`src/rtl/dma_rqsel_pkg.sv`:
```
package dma_rqsel_pkg;
    localparam int NUM_SRC   = 16;
    localparam int SEL_W     = 4;
    localparam int SYNC_LEN  = 2;
    localparam logic [NUM_SRC-1:0] FALL_MASK = 16'h00E0;
    localparam int GATE_LO   = 5;
    localparam int GATE_HI   = 13;

    localparam int B_TRIG = 4;
    localparam int B_GATE = 5;
    localparam int B_CLR  = 6;
    localparam int B_EN   = 7;

    typedef struct packed {
        logic             en;
        logic             gate;
        logic [SEL_W-1:0] sel;
    } ctl_t;

    typedef struct packed {
        ctl_t ctl;
        logic cap;
    } top_st_t;
endpackage

```
`src/rtl/dma_rqsel_sync.sv`:
```
module dma_rqsel_sync #(
    parameter int W      = 16,
    parameter int STAGES = 2
) (
    input  logic         clk,
    input  logic         rst_n,
    input  logic [W-1:0] async_i,
    output logic [W-1:0] sync_o
);
    logic [STAGES-1:0][W-1:0] stage_d, stage_q;

    always_comb begin
        stage_d[0] = async_i;
        for (int i = 1; i < STAGES; i++) begin
            stage_d[i] = stage_q[i-1];
        end
    end

    always_ff @(posedge clk or negedge rst_n) begin
        if (!rst_n) stage_q <= '0;
        else        stage_q <= stage_d;
    end

    assign sync_o = stage_q[STAGES-1];
endmodule

```
`src/rtl/dma_rqsel_edge.sv`:
```
module dma_rqsel_edge #(
    parameter int           N         = 16,
    parameter int           SEL_W     = 4,
    parameter logic [N-1:0] FALL_MASK = '0,
    parameter int           GATE_LO   = 5,
    parameter int           GATE_HI   = 13
) (
    input  logic             clk,
    input  logic             rst_n,
    input  logic [N-1:0]     line_i,
    input  logic [SEL_W-1:0] sel_cur_i,
    input  logic [SEL_W-1:0] sel_nxt_i,
    input  logic             gate_en_i,
    output logic             edge_o
);
    logic hist_d, hist_q;
    logic lvl, in_gated, allowed;

    function automatic logic active_level(input logic [N-1:0] v, input logic [SEL_W-1:0] s);
        return v[s] ^ FALL_MASK[s];
    endfunction

    always_comb begin
        // history always tracks the line that will be selected next cycle
        hist_d   = active_level(line_i, sel_nxt_i);
        lvl      = active_level(line_i, sel_cur_i);
        in_gated = (sel_cur_i >= SEL_W'(GATE_LO)) && (sel_cur_i <= SEL_W'(GATE_HI));
        allowed  = (sel_cur_i != '0) && (!in_gated || gate_en_i);
        edge_o   = allowed && lvl && !hist_q;
    end

    always_ff @(posedge clk or negedge rst_n) begin
        if (!rst_n) hist_q <= 1'b0;
        else        hist_q <= hist_d;
    end
endmodule

```
`src/rtl/dma_req_select.sv`:
```
module dma_req_select
    import dma_rqsel_pkg::*;
#(
    parameter int N       = NUM_SRC,
    parameter int SYNC_N  = SYNC_LEN,
    parameter int CTL_W   = 8
) (
    input  logic             clk,
    input  logic             rst_n,
    input  logic [N-1:0]     src_raw,
    input  logic             ctl_we,
    input  logic [CTL_W-1:0] ctl_wdata,
    output logic [CTL_W-1:0] ctl_rdata,
    output logic             dreq_o,
    input  logic             dack_i
);
    localparam int SW = $clog2(N);

    top_st_t     st_d, st_q;
    logic [N-1:0] line_sync;
    logic         hw_edge;
    logic         sw_trig, cap_clr, set_evt;

    dma_rqsel_sync #(.W(N), .STAGES(SYNC_N)) u_sync (
        .clk     (clk),
        .rst_n   (rst_n),
        .async_i (src_raw),
        .sync_o  (line_sync)
    );

    dma_rqsel_edge #(
        .N(N), .SEL_W(SW), .FALL_MASK(FALL_MASK),
        .GATE_LO(GATE_LO), .GATE_HI(GATE_HI)
    ) u_edge (
        .clk       (clk),
        .rst_n     (rst_n),
        .line_i    (line_sync),
        .sel_cur_i (st_q.ctl.sel),
        .sel_nxt_i (st_d.ctl.sel),
        .gate_en_i (st_q.ctl.gate),
        .edge_o    (hw_edge)
    );

    always_comb begin
        st_d    = st_q;
        sw_trig = ctl_we && ctl_wdata[B_TRIG];
        cap_clr = ctl_we && ctl_wdata[B_CLR];
        set_evt = hw_edge || sw_trig;
        if (ctl_we) begin
            st_d.ctl.sel  = ctl_wdata[SW-1:0];
            st_d.ctl.gate = ctl_wdata[B_GATE];
            st_d.ctl.en   = ctl_wdata[B_EN];
        end
        st_d.cap = (st_q.cap && !dack_i && !cap_clr) || set_evt;
    end

    always_ff @(posedge clk or negedge rst_n) begin
        if (!rst_n) st_q <= '0;
        else        st_q <= st_d;
    end

    always_comb begin
        ctl_rdata            = '0;
        ctl_rdata[SW-1:0]    = st_q.ctl.sel;
        ctl_rdata[B_GATE]    = st_q.ctl.gate;
        ctl_rdata[B_EN]      = st_q.ctl.en;
    end

    assign dreq_o = st_q.cap && st_q.ctl.en;
endmodule

```
`config.mk`:
```
export PLATFORM = sky130hd
export DESIGN_NAME = dma_req_select
export DESIGN_NICKNAME = d
export VERILOG_FILES = /design/src/rtl/dma_rqsel_pkg.sv /design/src/rtl/dma_rqsel_sync.sv /design/src/rtl/dma_rqsel_edge.sv /design/src/rtl/dma_req_select.sv
export SDC_FILE = /design/constraint.sdc
export NUM_CORES = 1
export LEC_CHECK = 0
export BUFFER_PORTS_ARGS = -buffer_cell sky130_fd_sc_hd__buf_2
export CAP_MARGIN = 20
export CORE_MARGIN = 2
export CORE_UTILIZATION = 51
export DETAILED_ROUTE_END_ITERATION = 8
export HOLD_SLACK_MARGIN = 0.08
export MAX_ROUTING_LAYER = met4
export PLACE_DENSITY = 0.86
export SLEW_MARGIN = 40
export SYNTH_ARGS = -nofsm -noshare
export SYNTH_HDL_FRONTEND = slang
export SYNTH_SLANG_ARGS = --single-unit
```
`constraint.sdc`:
```
create_clock -name clk -period 2.35 [get_ports clk]
set_clock_uncertainty 0.1 [all_clocks]
set_input_delay 0.1175 -clock clk [delete_from_list [all_inputs] [get_ports clk]]
set_output_delay 0.1175 -clock clk [all_outputs]
set_load 0.01 [all_outputs]
```
==> flow_summary.toml <==
[outcome]
status = "finished, final reports clean"

[cts]
cts_tree = "yes"
clock_path_buffers = 2
cts-root-buf = "clkbuf_4"
cts_buffers = 5
htreeDepth = 2
cts_hold_buf = 26
clk_pin_slew_worst_paths_ps = 100
cts_post_setup_buffers_inserted = 0
cts_sinks = 40
cts.repair.resized = 0
clk_latency_ps = 330

[detailed_routing]
routedWlPerCell_um = 12.4
drc = 0
initialDrtViolationCount = 30
routed_wl_um = 2300
firstDrtPassIters = 4
post_drt_via_cell_ratio = 4.80
num_vias = 888
ant_nets = 0

[setup_path]
crit_path_top_delay_cell = "dlygate4sd3_1"
path_cells = "dlygate4sd3_1 -> buf_2 -> mux2i_4 -> mux2_1 -> mux4_2 -> mux2_4"
critPathTopFamily = "multiplexers"
worstPathMaxFanout = 10
cp-start-kind = "input port"
path_class = "input port to flop"
path_buf_inv = 2
endpoint_kind = "flop"
critPathArrivalTime_ps = 2250
worstPathRequired_ps = 2480
slowest_delay_ps = 550

[sta]
finalSetupViolations = 0
final.min_clock_period_ps = 2130
hold_viol_final = 0
whs_ps = 109
finalMaxSlewViolations = 0
finalCritPeriodShare = 0.906
timing.fmax_ghz = 0.470
finalSetupTns_ps = 0
grt_setup_unrepaired = "false"

[synthesis]
yosys.area.top_type = "dfrtp_1"
yosysTopAreaCellShare = 0.674
syn-cell-area_um2 = 1490
synth_edf_count = 0
synth_cell_type_count = 22
ys_ff_latch = 40
ys_seq_area_frac = 0.674
async_flop_share = 1.00
avgSynthCellArea_um2 = 15.6
yosysWarningCount = 0
ys.flop_type = "dfrtp_1"
synthTopCellsByArea = "dfrtp_1 67%, mux2i_1 7.4%, mux2_2 4.5%, mux4_2 4.5%, buf_4 4.0%"
postSynthCellCount = 95

[floorplanning]
die_h_um = 58.0
ios = 37
die_w_um = 58.0
initial_core_util = 0.539
coreArea_um2 = 2760
row_count = 19
dieArea_um2 = 3360

[pwr]
p_seq_frac = 0.513
clkPwrFrac = 0.353
switchingPower_uw = 305
peakVddDrop_v = 0.000571
netSwitchingFraction = 0.206
power.internal_mw = 1.18
p_comb_frac = 0.135
pwr_density_cell_nw_per_um2 = 746
p_leak_nw = 0.957

[layout]
fillers = 175
layout_common_cells = "40 x dfrtp_1, 33 x buf_2, 26 x dlygate4sd3_1"
drive_above_1_share = 0.344
area_delta_synth_final_pct = 34.0
final_common_cell = "dfrtp_1"
final_nets = 182
antenna_cells_inserted = 0

[placement]
port_buffers = 34
place_congestion = 0.808
dpl.hpwl_um = 1510

[global_route]
grt.total_usage = 0.165
grt_pass1_wl_um = 3800
grt_pass1_vias = 916
grt_antenna_before_repair = 0
grt_start_max_net_pins = 41
grt-ovfl-total = 0

[min_path]
min_path_type = "input port to flop"

[job]
cap_violations = 0
-- path summary, 6_finish.rpt --
check                                         from            endpoint  cells after the start  slack [ps]
max in group asynchronous                    rst_n  u_sync.stage_d[31]                      2        1650
worst min-delay path                        ctl_we        ctl_rdata[7]                      2         110
worst max-delay path                  ctl_wdata[1]       u_edge.hist_q                      6         220
min in group asynchronous                    rst_n        ctl_rdata[2]                      2         170
worst min register to register  u_sync.stage_d[20]    u_sync.sync_o[4]                      0         260
worst max register to register        ctl_rdata[1]       u_edge.hist_q                      4         260
-- metal layers --
layer | routed length [um] | GRT usage | share of wire | up-vias
met5 | 0 | - | 0 | -
met1 | 912 | 0.174 | 0.40 | 415
met3 | 150 | 0.0625 | 0.065 | 2
met4 | 15 | 0.0764 | 0.0065 | 0
li1 | - | - | - | 432
met2 | 1220 | 0.273 | 0.53 | 39
-- cells in the mapped netlist (2+ instances only) --
library cell	count
mux4_2	3
o21ai_0	2
dfrtp_1	40
mux2i_1	11
a21oi_1	2
mux2_2	6
inv_1	5
nand2_1	4
buf_4	8
mux2_1	2
-- logic make-up after synthesis --
| logic type | synth area share |
|---|---|
| AOI/OAI and AO/OA | 0.0278 |
| buffers and inverters | 0.0640 |
| DFF | 0.674 |
| muxes | 0.206 |
| other | 0.00252 |
| and+or+nand+nor | 0.0261 |
-- power by group through the flow --
stage               combinational [mW]  sequential [mW]  clock (mW)
floorplan                        0.122            0.765           0
CTS                              0.200            0.761       0.539
finish                           0.200            0.761       0.524
global placement                 0.159            0.772           0
global route                     0.220            0.767       0.565
detailed placement               0.164            0.775           0
-- per-stage QoR --
step	instance area (um2)	util	power (mW)	worst slack (ps)	std cells
CTS	1990	0.721	1.50	258	185
global placement	1630	0.591	0.931	295	152
detailed placement	1630	0.591	0.939	237	152
global route	1990	0.721	1.55	157	185
floorplan	1490	-	0.887	228	96
finish	1990	0.721	1.48	222	185
-- registers in the layout, summed over array words and instances (netlist names) --
| signal | count |
|---|---|
| u_sync.sync_o | 16 |
| st_q | 1 |
| ctl_rdata | 6 |
| u_edge.hist_q | 1 |
| u_sync.stage_d | 16 |
-- final cells by class --
cell class,instances,area [um2],share of cell area
clock buffer,5,37.5,0.0189
clock inverter,2,60.1,0.0302
inverter,5,18.8,0.00943
multi-input combinational,41,393,0.197
sequential,40,1000,0.503
tap,31,38.8,0.0195
timing repair buffer,61,440,0.221
No activity file was read; power rests on OpenSTA's default activity.
